### src/rtl/secprog_pkg.sv
package secprog_pkg;

    typedef enum logic [3:0] {
        ST_IDLE,
        ST_SEQ,
        ST_PDATA,
        ST_LADDR,
        ST_LARM,
        ST_DUMMY,
        ST_RUSR,
        ST_RLCK,
        ST_STAT,
        ST_IGNORE
    } sp_state_e;

    typedef enum logic [1:0] {
        OP_NONE,
        OP_PROG,
        OP_LOCK
    } sp_pend_e;

    localparam logic [7:0] OPC_RD_USR = 8'h77;
    localparam logic [7:0] OPC_RD_LCK = 8'h35;
    localparam logic [7:0] OPC_LOCK   = 8'h3D;
    localparam logic [7:0] OPC_STATUS = 8'hD7;

    function automatic logic [7:0] prog_seq_byte(input logic [1:0] idx);
        unique case (idx)
            2'd0: prog_seq_byte = 8'hC3;
            2'd1: prog_seq_byte = 8'h5A;
            2'd2: prog_seq_byte = 8'h1E;
            2'd3: prog_seq_byte = 8'h87;
        endcase
    endfunction

endpackage

### src/rtl/secprog_sync.sv
module secprog_sync (
    input  logic clk,
    input  logic rst_n,
    input  logic csn,
    input  logic sck,
    input  logic mosi,
    output logic cs_act,
    output logic cs_rise,
    output logic sck_rise,
    output logic sck_fall,
    output logic mosi_s
);
    logic [2:0] cs_sh;
    logic [2:0] sck_sh;
    logic [1:0] mo_sh;

    always_ff @(posedge clk or negedge rst_n) begin
        if (!rst_n) begin
            cs_sh  <= 3'b111;
            sck_sh <= 3'b000;
            mo_sh  <= 2'b00;
        end else begin
            cs_sh  <= {cs_sh[1:0], csn};
            sck_sh <= {sck_sh[1:0], sck};
            mo_sh  <= {mo_sh[0], mosi};
        end
    end

    assign cs_act   = ~cs_sh[1];
    assign cs_rise  = cs_sh[1] & ~cs_sh[2];
    assign sck_rise = sck_sh[1] & ~sck_sh[2];
    assign sck_fall = ~sck_sh[1] & sck_sh[2];
    assign mosi_s   = mo_sh[1];

endmodule

### src/rtl/secprog_timer.sv
module secprog_timer #(
    parameter int CYCLES = 64,
    localparam int CW = $clog2(CYCLES + 1)
) (
    input  logic clk,
    input  logic rst_n,
    input  logic start,
    output logic busy,
    output logic done
);
    logic [CW-1:0] cnt_q;
    logic          busy_q;

    always_ff @(posedge clk or negedge rst_n) begin
        if (!rst_n) begin
            cnt_q  <= '0;
            busy_q <= 1'b0;
        end else if (start) begin
            busy_q <= 1'b1;
            cnt_q  <= CW'(CYCLES - 1);
        end else if (busy_q) begin
            if (cnt_q == '0) busy_q <= 1'b0;
            else             cnt_q  <= cnt_q - 1'b1;
        end
    end

    assign busy = busy_q;
    assign done = busy_q && (cnt_q == '0);

    p_start_busy_r4: assert property (@(posedge clk) disable iff (!rst_n)
        start |=> busy);
    p_start_idle_r9: assert property (@(posedge clk) disable iff (!rst_n)
        start |-> !busy);
    p_done_ends_r4: assert property (@(posedge clk) disable iff (!rst_n)
        done |=> !busy);

endmodule

### src/rtl/secprog_store.sv
module secprog_store
    import secprog_pkg::*;
#(
    parameter int BYTES = 64,
    parameter int NSECT = 8,
    localparam int IDX_W  = $clog2(BYTES),
    localparam int SECT_W = $clog2(NSECT)
) (
    input  logic              clk,
    input  logic              rst_n,
    input  logic              stage_clr,
    input  logic              stage_we,
    input  logic [IDX_W-1:0]  stage_idx,
    input  logic [7:0]        stage_wdata,
    input  logic              prog_go,
    input  logic              lock_go,
    input  logic [SECT_W-1:0] lock_sect,
    input  logic              commit,
    input  logic [IDX_W-1:0]  rd_idx,
    output logic [7:0]        rd_data,
    output logic [NSECT-1:0]  lock_bits
);
    logic [7:0]        user_q  [BYTES];
    logic [7:0]        stage_q [BYTES];
    logic [NSECT-1:0]  lock_q;
    logic [SECT_W-1:0] sect_q;
    sp_pend_e          pend_q;

    always_ff @(posedge clk or negedge rst_n) begin
        if (!rst_n) begin
            for (int i = 0; i < BYTES; i++) begin
                user_q[i]  <= 8'hFF;
                stage_q[i] <= 8'hFF;
            end
            lock_q <= '0;
            sect_q <= '0;
            pend_q <= OP_NONE;
        end else begin
            if (stage_clr) begin
                for (int i = 0; i < BYTES; i++) stage_q[i] <= 8'hFF;
            end else if (stage_we) begin
                stage_q[stage_idx] <= stage_wdata;
            end
            if (prog_go) begin
                pend_q <= OP_PROG;
            end else if (lock_go) begin
                pend_q <= OP_LOCK;
                sect_q <= lock_sect;
            end else if (commit) begin
                unique case (pend_q)
                    OP_PROG: for (int i = 0; i < BYTES; i++)
                                 user_q[i] <= user_q[i] & stage_q[i];
                    OP_LOCK: lock_q[sect_q] <= 1'b1;
                    default: ;
                endcase
                pend_q <= OP_NONE;
            end
        end
    end

    assign rd_data   = user_q[rd_idx];
    assign lock_bits = lock_q;

    p_commit_pend_r4: assert property (@(posedge clk) disable iff (!rst_n)
        commit |-> pend_q != OP_NONE);

    for (genvar s = 0; s < NSECT; s++) begin : g_lock_chk
        p_lock_sticky_r6: assert property (@(posedge clk) disable iff (!rst_n)
            lock_q[s] |=> lock_q[s]);
    end

    for (genvar b = 0; b < BYTES; b++) begin : g_user_chk
        p_user_hold_r3: assert property (@(posedge clk) disable iff (!rst_n)
            !commit |=> $stable(user_q[b]));
    end

endmodule

### src/rtl/secprog_ctrl.sv
module secprog_ctrl
    import secprog_pkg::*;
#(
    parameter int BYTES       = 64,
    parameter int NSECT       = 8,
    parameter int SECT_LSB    = 16,
    parameter int PROG_CYCLES = 64
) (
    input  logic clk,
    input  logic rst_n,
    input  logic spi_csn,
    input  logic spi_sck,
    input  logic spi_mosi,
    output logic spi_miso,
    output logic spi_miso_oe,
    input  logic wp,
    output logic busy
);
    localparam int IDX_W  = $clog2(BYTES);
    localparam int SECT_W = $clog2(NSECT);
    localparam int ADDR_W = 24;

    logic cs_act, cs_rise, sck_rise, sck_fall, mosi_s;
    logic done, t_start;

    sp_state_e         state_q, state_d;
    logic [1:0]        cnt_q, cnt_d;
    logic [IDX_W-1:0]  ptr_q, ptr_d;
    logic [ADDR_W-1:0] addr_q, addr_d;
    logic              rdlck_q, rdlck_d;
    logic [6:0]        rx_q;
    logic [2:0]        bitc_q;
    logic [7:0]        tx_q;
    logic              miso_q, oe_q;
    logic [IDX_W-1:0]  rdp_q;

    logic              byte_done;
    logic [7:0]        rx_byte;
    logic              stage_clr, stage_we, prog_go, lock_go;
    logic [7:0]        usr_rd;
    logic [NSECT-1:0]  lock_bits;
    logic [7:0]        next_out;
    logic              out_st;

    secprog_sync u_sync (
        .clk(clk), .rst_n(rst_n), .csn(spi_csn), .sck(spi_sck), .mosi(spi_mosi),
        .cs_act(cs_act), .cs_rise(cs_rise), .sck_rise(sck_rise),
        .sck_fall(sck_fall), .mosi_s(mosi_s)
    );

    secprog_timer #(.CYCLES(PROG_CYCLES)) u_timer (
        .clk(clk), .rst_n(rst_n), .start(t_start), .busy(busy), .done(done)
    );

    secprog_store #(.BYTES(BYTES), .NSECT(NSECT)) u_store (
        .clk(clk), .rst_n(rst_n),
        .stage_clr(stage_clr), .stage_we(stage_we), .stage_idx(ptr_q),
        .stage_wdata(rx_byte), .prog_go(prog_go), .lock_go(lock_go),
        .lock_sect(addr_q[SECT_LSB +: SECT_W]), .commit(done),
        .rd_idx(rdp_q), .rd_data(usr_rd), .lock_bits(lock_bits)
    );

    assign byte_done = cs_act && sck_rise && (bitc_q == 3'd7);
    assign rx_byte   = {rx_q, mosi_s};
    assign prog_go   = cs_rise && (state_q == ST_PDATA) && !wp && !busy;
    assign lock_go   = cs_rise && (state_q == ST_LARM) && !wp && !busy;
    assign t_start   = prog_go || lock_go;

    // state register and byte assembly
    always_ff @(posedge clk or negedge rst_n) begin
        if (!rst_n) begin
            state_q <= ST_IDLE;
            cnt_q   <= '0;
            ptr_q   <= '0;
            addr_q  <= '0;
            rdlck_q <= 1'b0;
            rx_q    <= '0;
            bitc_q  <= '0;
        end else begin
            state_q <= state_d;
            cnt_q   <= cnt_d;
            ptr_q   <= ptr_d;
            addr_q  <= addr_d;
            rdlck_q <= rdlck_d;
            if (!cs_act) begin
                bitc_q <= '0;
            end else if (sck_rise) begin
                rx_q   <= {rx_q[5:0], mosi_s};
                bitc_q <= bitc_q + 1'b1;
            end
        end
    end

    // next state
    always_comb begin
        state_d   = state_q;
        cnt_d     = cnt_q;
        ptr_d     = ptr_q;
        addr_d    = addr_q;
        rdlck_d   = rdlck_q;
        stage_clr = 1'b0;
        stage_we  = 1'b0;
        if (!cs_act) begin
            state_d = ST_IDLE;
        end else if (byte_done) begin
            unique case (state_q)
                ST_IDLE: begin
                    cnt_d = '0;
                    if (busy) begin
                        state_d = (rx_byte == OPC_STATUS) ? ST_STAT : ST_IGNORE;
                    end else if (rx_byte == prog_seq_byte(2'd0)) begin
                        state_d = ST_SEQ;
                        cnt_d   = 2'd1;
                    end else if (rx_byte == OPC_LOCK) begin
                        state_d = ST_LADDR;
                    end else if (rx_byte == OPC_RD_USR || rx_byte == OPC_RD_LCK) begin
                        state_d = ST_DUMMY;
                        rdlck_d = (rx_byte == OPC_RD_LCK);
                    end else if (rx_byte == OPC_STATUS) begin
                        state_d = ST_STAT;
                    end else begin
                        state_d = ST_IGNORE;
                    end
                end
                ST_SEQ: begin
                    if (rx_byte != prog_seq_byte(cnt_q)) begin
                        state_d = ST_IGNORE;
                    end else if (cnt_q == 2'd3) begin
                        state_d   = ST_PDATA;
                        ptr_d     = '0;
                        stage_clr = 1'b1;
                    end else begin
                        cnt_d = cnt_q + 1'b1;
                    end
                end
                ST_PDATA: begin
                    stage_we = 1'b1;
                    ptr_d    = ptr_q + 1'b1;
                end
                ST_LADDR: begin
                    addr_d = {addr_q[ADDR_W-9:0], rx_byte};
                    if (cnt_q == 2'd2) state_d = ST_LARM;
                    else               cnt_d   = cnt_q + 1'b1;
                end
                ST_DUMMY: begin
                    if (cnt_q == 2'd2) state_d = rdlck_q ? ST_RLCK : ST_RUSR;
                    else               cnt_d   = cnt_q + 1'b1;
                end
                ST_LARM, ST_RUSR, ST_RLCK, ST_STAT, ST_IGNORE: ;
            endcase
        end
    end

    assign out_st = (state_q == ST_RUSR) || (state_q == ST_RLCK) || (state_q == ST_STAT);

    always_comb begin
        unique case (state_q)
            ST_RUSR: next_out = usr_rd;
            ST_RLCK: next_out = lock_bits[rdp_q[SECT_W-1:0]] ? 8'hFF : 8'h00;
            default: next_out = {6'b0, wp, busy};
        endcase
    end

    // outputs
    always_ff @(posedge clk or negedge rst_n) begin
        if (!rst_n) begin
            miso_q <= 1'b0;
            oe_q   <= 1'b0;
            tx_q   <= '0;
            rdp_q  <= '0;
        end else if (!cs_act) begin
            oe_q <= 1'b0;
        end else begin
            if (byte_done && (state_d == ST_RUSR || state_d == ST_RLCK
                              || state_d == ST_STAT) && !out_st) begin
                oe_q  <= 1'b1;
                rdp_q <= '0;
            end
            if (sck_fall && out_st && oe_q) begin
                if (bitc_q == 3'd0) begin
                    miso_q <= next_out[7];
                    tx_q   <= {next_out[6:0], 1'b0};
                    rdp_q  <= rdp_q + 1'b1;
                end else begin
                    miso_q <= tx_q[7];
                    tx_q   <= {tx_q[6:0], 1'b0};
                end
            end
        end
    end

    assign spi_miso    = miso_q;
    assign spi_miso_oe = oe_q;

    p_oe_drop_r10: assert property (@(posedge clk) disable iff (!rst_n)
        cs_rise |=> !spi_miso_oe);
    p_wp_block_r8: assert property (@(posedge clk) disable iff (!rst_n)
        (cs_rise && wp && !busy) |=> !busy);
    p_busy_quiet_r9: assert property (@(posedge clk) disable iff (!rst_n)
        busy |-> (state_q == ST_IDLE || state_q == ST_STAT || state_q == ST_IGNORE));
    p_oe_only_out_r12: assert property (@(posedge clk) disable iff (!rst_n)
        (state_q == ST_IGNORE) |-> !spi_miso_oe);

endmodule

### config.mk
export PLATFORM = sky130hd
export DESIGN_NAME = secprog_ctrl
export DESIGN_NICKNAME = d
export VERILOG_FILES = /design/src/rtl/secprog_pkg.sv /design/src/rtl/secprog_sync.sv /design/src/rtl/secprog_timer.sv /design/src/rtl/secprog_store.sv /design/src/rtl/secprog_ctrl.sv
export SDC_FILE = /design/constraint.sdc
export NUM_CORES = 2
export LEC_CHECK = 0
export ABC_AREA = 1
export BUFFER_PORTS_ARGS = -buffer_cell sky130_fd_sc_hd__buf_2
export CORE_MARGIN = 1.5
export CORE_UTILIZATION = 57
export DETAILED_ROUTE_END_ITERATION = 10
export PLACE_DENSITY_LB_ADDON = 0.1
export SLEW_MARGIN = 5
export SYNTH_ARGS = -nofsm -noshare
export SYNTH_HDL_FRONTEND = slang
export SYNTH_HIERARCHICAL = 1
export SYNTH_SLANG_ARGS = --single-unit
### constraint.sdc
create_clock -name clk -period 5.1 [get_ports clk]
set_clock_uncertainty 0.15 [all_clocks]
set_input_delay 0.51 -clock clk [delete_from_list [all_inputs] [get_ports clk]]
set_output_delay 0.51 -clock clk [all_outputs]
set_load 0.02 [all_outputs]
==> flow_summary_export.csv <==
group,metric,value,unit
synth,synth_top_family_by_area,"simple AND/OR/NAND/NOR gates",
pwr,p_leak,23.40,nW
final_layout,nets,5337,
synth,synth_edf_count,0,
routing,drcViolationCount,0,
synth,synth_area,49310,um2
final_layout,final_layout_size_suffix_gt1_share,25.80,%
pwr,power_density,335.1,nW/um2
placed_design,io_buffers,8,
critical_path,worstPathMaxFanout,19,
die,start_util,57.73,%
die,coreArea,85410,um2
critical_path,timing.critical_path.required,5.57,ns
routing,first_pass_iters,5,
critical_path,setup.worst_path.start,"cnt_q[0]",
critical_path,crit_arrival,4.02,ns
synth,synth_cells,5414,
routing,vias_per_cell,5.444,
grt,grt_pass1_vias,34530,
grt,grt_pass1_wl,205800,um
flow_run,maxCapViolations,0,
critical_path,r2r_end,"u_store/stage_q[238]",
synth,synth-compound-area-share,14.74,%
timing,slew_viol_final,0,
timing,fin_crit_sh,69.65,%
clock_tree,cts_htree_levels,3,
timing,post-route-min-period,3.552,ns
clock_tree,cts-root-buf,"clkbuf_16",
timing,tightestPinTransition,1.322,ns
synth,synthTopCellsByCount,"1121 x nand2_1, 1027 x dfstp_2, 896 x inv_1",
run_status,status,"completed",
routing,wirelength,130300,um
die,die_x,297.1,um
critical_path,r2r_cells,13,
die,dieHeight,297.1,um
die,dieArea,88290,um2
die,num_rows,107,
critical_path,end_kind,"flop",
final_layout,finalCoreUtilization,63.42,%
synth,synth.net_count,5431,
synth,yosysSeqAreaShare,58.43,%
critical_path,r2r-start,"cnt_q[0]",
timing,hold_viol_final,0,
synth,synthFlopType,"dfstp_2",
critical_path,cp-endpoint,"u_store/stage_q[238]",
routing,ant_nets,0,
critical_path,cp-start-kind,"flop",
critical_path,critPathKind,"reg2reg",
grt,antenna_found_initial,0,
grt,grt.total_usage,29.83,%
routing,routedWlPerCell,19.87,um
final_layout,area_growth,9.847,%
synth,synthMuxAreaShare,0.04567,%
synth,yosysTopAreaCell,"dfstp_2",
clock_tree,path_clk_slew,0.06,ns
synth,synthArstFlopShare,100.0,%
clock_tree,cts-buffers-inserted,114,
clock_tree,clock_path_buffers,3,
synth,synthAdderAreaFrac,0.2791,%
placed_design,hpwl,76830,um
placed_design,place.gp.congestion,0.8503,
timing,rsz0062_at_grt,"no",
synth,synth_top_area_share,54.72,%
pwr,peakVddDrop,0.3323,mV
worst_hold_path,holdCritPathClass,"in2reg",
clock_tree,cts_num_sinks,1100,
synth,synth-warning-count,6,
synth,synth-xor-area-share,0.07104,%
clock_tree,clock_latency,0.69,ns
grt,grt_max_degree,155,
synth,synth.most_common_cell,"nand2_1",
synth,synth_simple_gate_area_share,16.80,%
final_layout,diodes,0,
synth,synth_cell_types,48,
timing,setup_violations,0,
critical_path,rrSetupSlack,1.55,ns
routing,vias,35690,
routing,drtIter0Drc,2999,
pwr,total_power,0.01815,W
synth,syn_area_per_cell,9.108,um2
die,num_io_pins,9,
synth,synth_seq_cells,1100,
timing,setup_tns,0,ns
timing,maxSlewHeadroom,11.52,%
timing,fmax,0.2815,GHz
synth,synth_area_leaders,"dfstp_2 55%, nand2_1 8.5%, a21boi_0 7.8%, inv_1 6.8%, nand3_1 4.9%",
clock_tree,cts_tree,"yes",
grt,gr-total-overflow,0,
## worst max-delay path, cell delays in order, from the launching register on
cell	delay, ns
dfrtp_1	0.38
inv_1	0.10
ha_1	0.42
nor2_1	0.08
nor2_1	0.12
nand3_1	0.07
nor2_1	0.13
nand3_1	0.15
nor2_4	0.29
buf_4	0.47
nor2_4	0.08
inv_1	0.69
o21ai_0	0.23
inv_1	0.11
## cell usage in the layout (no fill, tap or decap), types with 3 or more instances in the layout
master	count
clkbuf_8	24
a21oi_1	238
nor2_4	19
o21ai_4	6
clkbuf_16	120
o21bai_1	9
buf_12	17
nor2_2	9
clkinvlp_4	3
inv_2	14
bufinv_16	10
xor2_1	3
inv_1	893
o21ai_0	336
clkinv_2	14
dfrtp_1	70
ha_1	11
nand4_1	3
nand3_4	3
nor2_1	268
dfstp_2	1027
o21ai_1	8
nand2_1	1121
buf_4	49
a21oi_2	13
o21ai_2	9
nand3_2	6
dlygate4sd3_1	4
o31ai_4	4
a21boi_0	512
nand2_2	23
nor3_1	4
nand3_1	486
buf_2	7
clkbuf_1	35
## power breakdown
group          switching (W)  total, W  internal, W
clock                0.00342   0.00856      0.00514
combinational       0.000698  0.000772    0.0000738
sequential         0.0000334   0.00882      0.00879
## registers in the layout, summed over array words and instances, names as in the netlist, 2 cells and up
signal	flops
u_store/stage_q	512
u_store/user_q	512
addr_q	9
u_store/lock_bits	8
rx_q	7
tx_q	7
u_timer/cnt_q	7
ptr_q	6
rdp_q	6
state_q	4
bitc_q	3
u_store/sect_q	3
u_sync/cs_sh	3
u_sync/sck_sh	3
cnt_q	2
u_store/pend_q	2
u_sync/mo_sh	2
## cell families after synthesis
group | after synthesis
xor gates and xnor gates | 4
muxes | 2
DFF | 1100
AOI/OAI and AO/OA | 1143
adders and majority gates | 11
buffers and inverters | 1198
and+or+nand+nor | 1956
## worst min-delay path by stage
stage                                from              end  slack, ns  depth (start not counted)
after floorplan                     rst_n        addr_q[0]       0.06                          0
after detailed placement  u_sync/mo_sh[0]  u_sync/mo_sh[1]       0.19                          0
final                                  wp          tx_q[2]       0.05                          3
after global routing                   wp          tx_q[2]       0.03                          3
after global placement    u_sync/mo_sh[0]  u_sync/mo_sh[1]       0.18                          0
after CTS                              wp          tx_q[2]      0.004                          3
## metrics by stage
stage	worst slack, ns	cells	hold slack (ns)	cell area [um2]
global placement	1.679	6344	0.1826	50250
floorplan	2.421	5414	0.06441	49310
global route	1.227	6555	0.02825	54170
detailed placement	1.586	6344	0.1865	50250
finish	1.548	6555	0.04920	54170
CTS	1.581	6555	0.003753	54170
## final cells by class
cell class                 count  area, um2
fill                        7211      31250
sequential                  1100      28820
multi-input combinational   3116      15820
clock buffer                 179       3465
inverter                     910       3426
tap                         1144       1431
timing repair buffer          78      798.3
clock inverter                28      409.1
## timing repair
item | 4_1_cts | 5_1_grt
gates resized for setup | 0 | 0
hold buffers | 4 | 0
setup buffers | 0 | 0
endpoints found under the hold margin | 8 | 0
## per-layer routing
layer / global-route usage [%] / share of wire (%) / vias to the layer above
met3: 4.667 / 6.0 / 200
met1: 43.73 / 46 / 17700
li1: - / - / 16790
met2: 45.91 / 45 / 995
met5: 0 / 0 / -
met4: 9.074 / 2.9 / 0
Note: power is estimated with default switching activity, not from simulation.
